$ cat src/rtl/sbc_pkg.sv
package sbc_pkg;
   function automatic int unsigned pos_width(input int unsigned n);
      return (n <= 2) ? 1 : $clog2(n);
   endfunction
endpackage

$ cat src/rtl/sbc_bit_counter.sv
module sbc_bit_counter #(
   parameter int unsigned DATA_W = 8
) (
   input  logic clk,
   input  logic rst,
   input  logic en,
   output logic last_bit,
   output logic valid_q
);
   localparam int unsigned CW = sbc_pkg::pos_width(DATA_W);
   localparam logic [CW-1:0] LAST = CW'(DATA_W - 1);

   logic [CW-1:0] pos_q;

   assign last_bit = en && (pos_q == LAST);

   always_ff @(posedge clk) begin
      if (rst) begin
         pos_q   <= '0;
         valid_q <= 1'b0;
      end else begin
         valid_q <= last_bit;
         if (en) begin
            if (pos_q == LAST) pos_q <= '0;
            else               pos_q <= pos_q + 1'b1;
         end
      end
   end

   assert_pos_range_R3: assert property (@(posedge clk) disable iff (rst)
      pos_q <= LAST);
   assert_pos_frozen_R5: assert property (@(posedge clk) disable iff (rst)
      (!$past(rst) && !$past(en)) |-> $stable(pos_q));
endmodule

$ cat src/rtl/sbc_shifter.sv
module sbc_shifter #(
   parameter int unsigned DATA_W    = 8,
   parameter bit          MSB_FIRST = 1'b1
) (
   input  logic              clk,
   input  logic              rst,
   input  logic              en,
   input  logic              bit_in,
   input  logic              load,
   output logic [DATA_W-1:0] byte_q
);
   logic [DATA_W-1:0] sh_q;
   logic [DATA_W-1:0] sh_next;

   generate
      if (MSB_FIRST) begin : g_msb
         assign sh_next = {sh_q[DATA_W-2:0], bit_in};
      end else begin : g_lsb
         assign sh_next = {bit_in, sh_q[DATA_W-1:1]};
      end
   endgenerate

   always_ff @(posedge clk) begin
      if (rst) begin
         sh_q   <= '0;
         byte_q <= '0;
      end else if (en) begin
         sh_q <= sh_next;
         if (load) byte_q <= sh_next;
      end
   end

   assert_shift_frozen_R5: assert property (@(posedge clk) disable iff (rst)
      (!$past(rst) && !$past(en)) |-> ($stable(sh_q) && $stable(byte_q)));
endmodule

$ cat src/rtl/sbc_addr_counter.sv
module sbc_addr_counter #(
   parameter int unsigned ADDR_W = 16
) (
   input  logic              clk,
   input  logic              rst,
   input  logic              step,
   output logic [ADDR_W-1:0] addr_q
);
   always_ff @(posedge clk) begin
      if (rst)       addr_q <= '0;
      else if (step) addr_q <= addr_q + 1'b1;
   end

   assert_addr_hold_R6: assert property (@(posedge clk) disable iff (rst)
      (!$past(rst) && !$past(step)) |-> $stable(addr_q));
   assert_addr_wrap_R8: assert property (@(posedge clk) disable iff (rst)
      (!$past(rst) && $past(step)) |-> (addr_q == ADDR_W'($past(addr_q) + 1)));
endmodule

$ cat src/rtl/serial_byte_collector.sv
module serial_byte_collector #(
   parameter int unsigned DATA_W    = 8,
   parameter int unsigned ADDR_W    = 16,
   parameter bit          MSB_FIRST = 1'b1
) (
   input  logic              clk,
   input  logic              rst,
   input  logic              en,
   input  logic              ser_in,
   input  logic              grant,
   output logic [DATA_W-1:0] par_out,
   output logic              byte_valid,
   output logic [ADDR_W-1:0] wr_addr
);
   generate
      if (DATA_W < 2) begin : g_bad_data_w
         $error("serial_byte_collector: DATA_W must be at least 2");
      end
      if (ADDR_W < 1) begin : g_bad_addr_w
         $error("serial_byte_collector: ADDR_W must be at least 1");
      end
   endgenerate

   logic last_bit;
   logic addr_step;

   assign addr_step = en && grant;

   sbc_bit_counter #(.DATA_W(DATA_W)) u_cnt (
      .clk(clk), .rst(rst), .en(en),
      .last_bit(last_bit), .valid_q(byte_valid)
   );

   sbc_shifter #(.DATA_W(DATA_W), .MSB_FIRST(MSB_FIRST)) u_shift (
      .clk(clk), .rst(rst), .en(en), .bit_in(ser_in),
      .load(last_bit), .byte_q(par_out)
   );

   sbc_addr_counter #(.ADDR_W(ADDR_W)) u_addr (
      .clk(clk), .rst(rst), .step(addr_step), .addr_q(wr_addr)
   );

   assert_valid_pulse_R3: assert property (@(posedge clk) disable iff (rst)
      byte_valid |=> !byte_valid);
   assert_out_hold_R4: assert property (@(posedge clk) disable iff (rst)
      (!$past(rst) && !$stable(par_out)) |-> byte_valid);
   assert_pause_no_valid_R5: assert property (@(posedge clk) disable iff (rst)
      (!$past(rst) && !$past(en)) |-> !byte_valid);
   assert_grant_ignored_R7: assert property (@(posedge clk) disable iff (rst)
      (!$past(rst) && !$past(en)) |-> $stable(wr_addr));
endmodule

$ cat config.mk
export PLATFORM = sky130hd
export DESIGN_NAME = serial_byte_collector
export DESIGN_NICKNAME = d
export VERILOG_FILES = /design/src/rtl/sbc_pkg.sv /design/src/rtl/sbc_bit_counter.sv /design/src/rtl/sbc_shifter.sv /design/src/rtl/sbc_addr_counter.sv /design/src/rtl/serial_byte_collector.sv
export SDC_FILE = /design/constraint.sdc
export NUM_CORES = 1
export LEC_CHECK = 0
export CORE_MARGIN = 4
export CORE_UTILIZATION = 60
export DETAILED_ROUTE_END_ITERATION = 8
export DONT_BUFFER_PORTS = 1
export GPL_TIMING_DRIVEN = 1
export PLACE_DENSITY = 0.76
export RECOVER_POWER = 100
export SLEW_MARGIN = 20
export SYNTH_ARGS = -nofsm -noshare
export SYNTH_HDL_FRONTEND = slang
export SYNTH_SLANG_ARGS = --single-unit
$ cat constraint.sdc
create_clock -name clk -period 2.19 [get_ports clk]
set_input_delay 0.1095 -clock clk [delete_from_list [all_inputs] [get_ports clk]]
set_output_delay 0.1095 -clock clk [all_outputs]
set_load 0.1 [all_outputs]
==> out/qor.txt <==
Type of the setup path with the least slack -> register to register
Highest net fanout along the worst path -> 3
Final worst clock skew -> 0.00523 ns
Place WS -> 0.659 ns
Kind of start point of the critical path -> register
Static power due to leakage -> 0.000597 uW
Required @ worst endpoint -> 2.45 ns
Number of clock sinks -> 35
Area share of fa/ha/maj cells after synthesis -> 2.61%
Global router's overall resource usage -> 18.6%
Core Util, Final -> 72.4%
Largest stage delay on the critical path -> 0.93 ns
Max Clk Rate -> 0.537 GHz
Count of cell types in the netlist -> 29
Clk pin slew, worst setup/hold paths -> 0.10 ns
Vertical die dimension -> 57.0 um
Total DRC errors in the routed layout -> 0
Top cell family by delay on the critical path -> buffers and inverters
Initial core utilization -> 63.8%
TritonCTS clock tree -> yes
Portion of synthesized cell area occupied by the leading cell type -> 48.7%
Min cycle time layout -> 1.86 ns
Last weighted congestion value of the routability-driven placer -> 0.750
Endpoints failing hold -> 0
Mapped Cells -> 159
Syn-to-layout area delta -> 13.4%
Average cell area after synthesis -> 9.05 sq um
Fraction of final layout cells with drive strength greater than 1 -> 10.6%
Post-DR wirelength/cell -> 13.0 um
Portion of netlist area occupied by mux cells -> 7.83%
DRT antenna net count -> 0
Vias -> 1157
Result of the run -> finished clean
Post_cts resized -> 0
Number of diodes -> 0
Core box area -> 2250 sq um
Number of detailed-route iterations in the first pass -> 4
Critical path data arrival time -> 2.12 ns
Unrepaired setup endpoints after global routing -> false
Via-per-instance ratio -> 5.36
Clock latency on the worst-skew pair -> 0.32 ns
Mapped Area -> 1440 sq um
Final standard cell area without fillers -> 1630 sq um
Total gr overflow -> 0
Sum of buffers and inverters on the critical path -> 1
Placed standard-cell area -> 1630 sq um
Number of clock buffers inserted by TritonCTS -> 5
Via count of the first global-routing pass -> 1135
Final clock period utilization by the worst path -> 85.0%
Routed wire length -> 2810 um
Total Die Area -> 3250 sq um
Post-synthesis async set-or-reset flop share -> 0%
Slew at the pin with the worst max-slew slack -> 1.27 ns
Number of antenna violations at the first check in global routing -> 0
Number of buffers on the longest clock path -> 2
Primary flip-flop cell chosen by synthesis mapping -> dfxtp_1
Highest ir drop seen on vdd -> 0.713 mV
Area fraction in compound gates after synthesis -> 6.26%
Post-synth EDFFs -> 0
Simple logic cell fraction of the synthesized area -> 25.7%
Clk Tree Root Cell -> clkbuf_4
Number of H-tree levels -> 2
Max-slew violation count -> 0
Parity-gate share of the synthesized area counting xor and xnor cells -> 5.48%
Worst hold path class -> input pin to register
Combinational family with the most area after synthesis -> simple AND/OR/NAND/NOR gates
Finish-stage setup viols -> 0
Die span in x -> 57.0 um
Highest-delay cell along the critical path -> clkbuf_1
# IOs -> 30
Post-DP HPWL -> 1940 um
Cell Chain, Critical Path -> clkbuf_1 -> nand3_1 -> xor2_1 -> nor2_1
Number of nets produced by synthesis -> 167
Setup WS post-layout -> 0.329 ns
Fin nets -> 195
Cell row count -> 17
Main area contributors after synthesis -> dfxtp_1 (49%), mux2i_1 (6.3%), nor2_1 (6.0%)
Seq/Total Area, Yosys -> 48.7%
Max cap viols -> 0
Cell type with the highest aggregate area in the netlist -> dfxtp_1
Power per standard cell area -> 671 nW/um^2
Starting DRT DRC Count -> 26
Maximum number of pins on one net before global-route repair -> 34
First-pass GRT wire length -> 4880 um
Synthesis warning total -> 0
Tightest slew margin relative to the limit -> 15.4%
Number of fill cells -> 186
Input/output buffers -> 0
Kind of capture point of the worst setup path -> register
Number of storage elements in the synthesis netlist -> 35
Total Negative Setup Slacks -> 0 ns
area by class of cell:
class	instances	area (sq um)	area share, %
flip-flops and latches	35	704	43.2
multi-input cells	114	668	41.0
repair buffers	29	148	9.05
clock buffers	8	68.8	4.22
well taps	28	35.0	2.15
inverters	2	7.51	0.460
repair_timing:
item                                   CTS  global route
endpoints found under the hold margin   33             0
hold buffers                             4             0
setup buffers                            0             0
cell usage in the layout (no fill, tap or decap), types with 3 or more instances in the layout:
master         Yosys  final
dfxtp_1           35     32
nand2_1           15     15
nor2_1            23     23
nor4_1             3      3
buf_4              1      5
a21oi_1           14     14
xnor2_1            7      7
ha_1               3      3
clkbuf_4           0      5
clkbuf_1           5     21
mux2i_1            9      9
nand3_1           15     15
o21ai_0            4      4
dfxtp_2            0      3
or3_1              4      5
dlygate4sd3_1      0      3
state kept, by name, summed over array words and instances, names as in the netlist:
| name | count |
|---|---|
| u_addr.addr_q | 16 |
| u_shift.sh_q | 7 |
| u_cnt.pos_q | 3 |
| u_shift.byte_q | 8 |
| u_cnt.valid_q | 1 |
power by group:
part           internal [uW]  switching, uW  total [uW]
logic                   18.0           43.8        61.8
registers                644           5.40         649
clock network            189            195         384
path summary, 6_finish.rpt:
path                                                startpoint                              to  slack (ns)  cells past startpoint
worst max-delay path             u_addr.addr_q[2]$_SDFFE_PP0P_   u_addr.addr_q[4]$_SDFFE_PP0P_        0.33                      4
worst min-delay path                                       rst  u_addr.addr_q[12]$_SDFFE_PP0P_        0.02                      2
worst max register to register   u_addr.addr_q[2]$_SDFFE_PP0P_   u_addr.addr_q[4]$_SDFFE_PP0P_        0.33                      4
worst min register to register  u_shift.byte_q[4]$_SDFFE_PP0P_  u_shift.byte_q[4]$_SDFFE_PP0P_        0.46                      2
cells by family after synthesis:
kind of cell               Yosys count
buffers and inverters               10
xor gates and xnor gates             9
and+or+nand+nor                     73
adders and majority gates            3
DFF                                 35
muxes                               11
AOI/OAI and AO/OA                   18
synthesized netlist by cell type, drive strengths merged (3+ instances only):
library cell,count
a21oi,14
buf,3
clkbuf,5
dfxtp,35
ha,3
mux2i,9
nand2,15
nand3,15
nor2,23
nor4,3
o21ai,4
or3,6
xnor2,7
per-stage QoR:
| step | power [uW] | instances | hold slack (ns) |
|---|---|---|---|
| after floorplan | 719 | 159 | 0.257 |
| after global placement | 705 | 204 | 0.176 |
| after detailed placement | 708 | 204 | 0.178 |
| after CTS | 1110 | 216 | 0.00948 |
| after global routing | 1140 | 216 | 0.0102 |
| final | 1090 | 216 | 0.0198 |
per-layer routing:
metal  track usage (%)  wire length, um
met5                 0                0
met4              4.97               21
met3              6.79              207
met2              30.3             1320
met1              23.2             1260
Power figures use the tool's default switching activity.
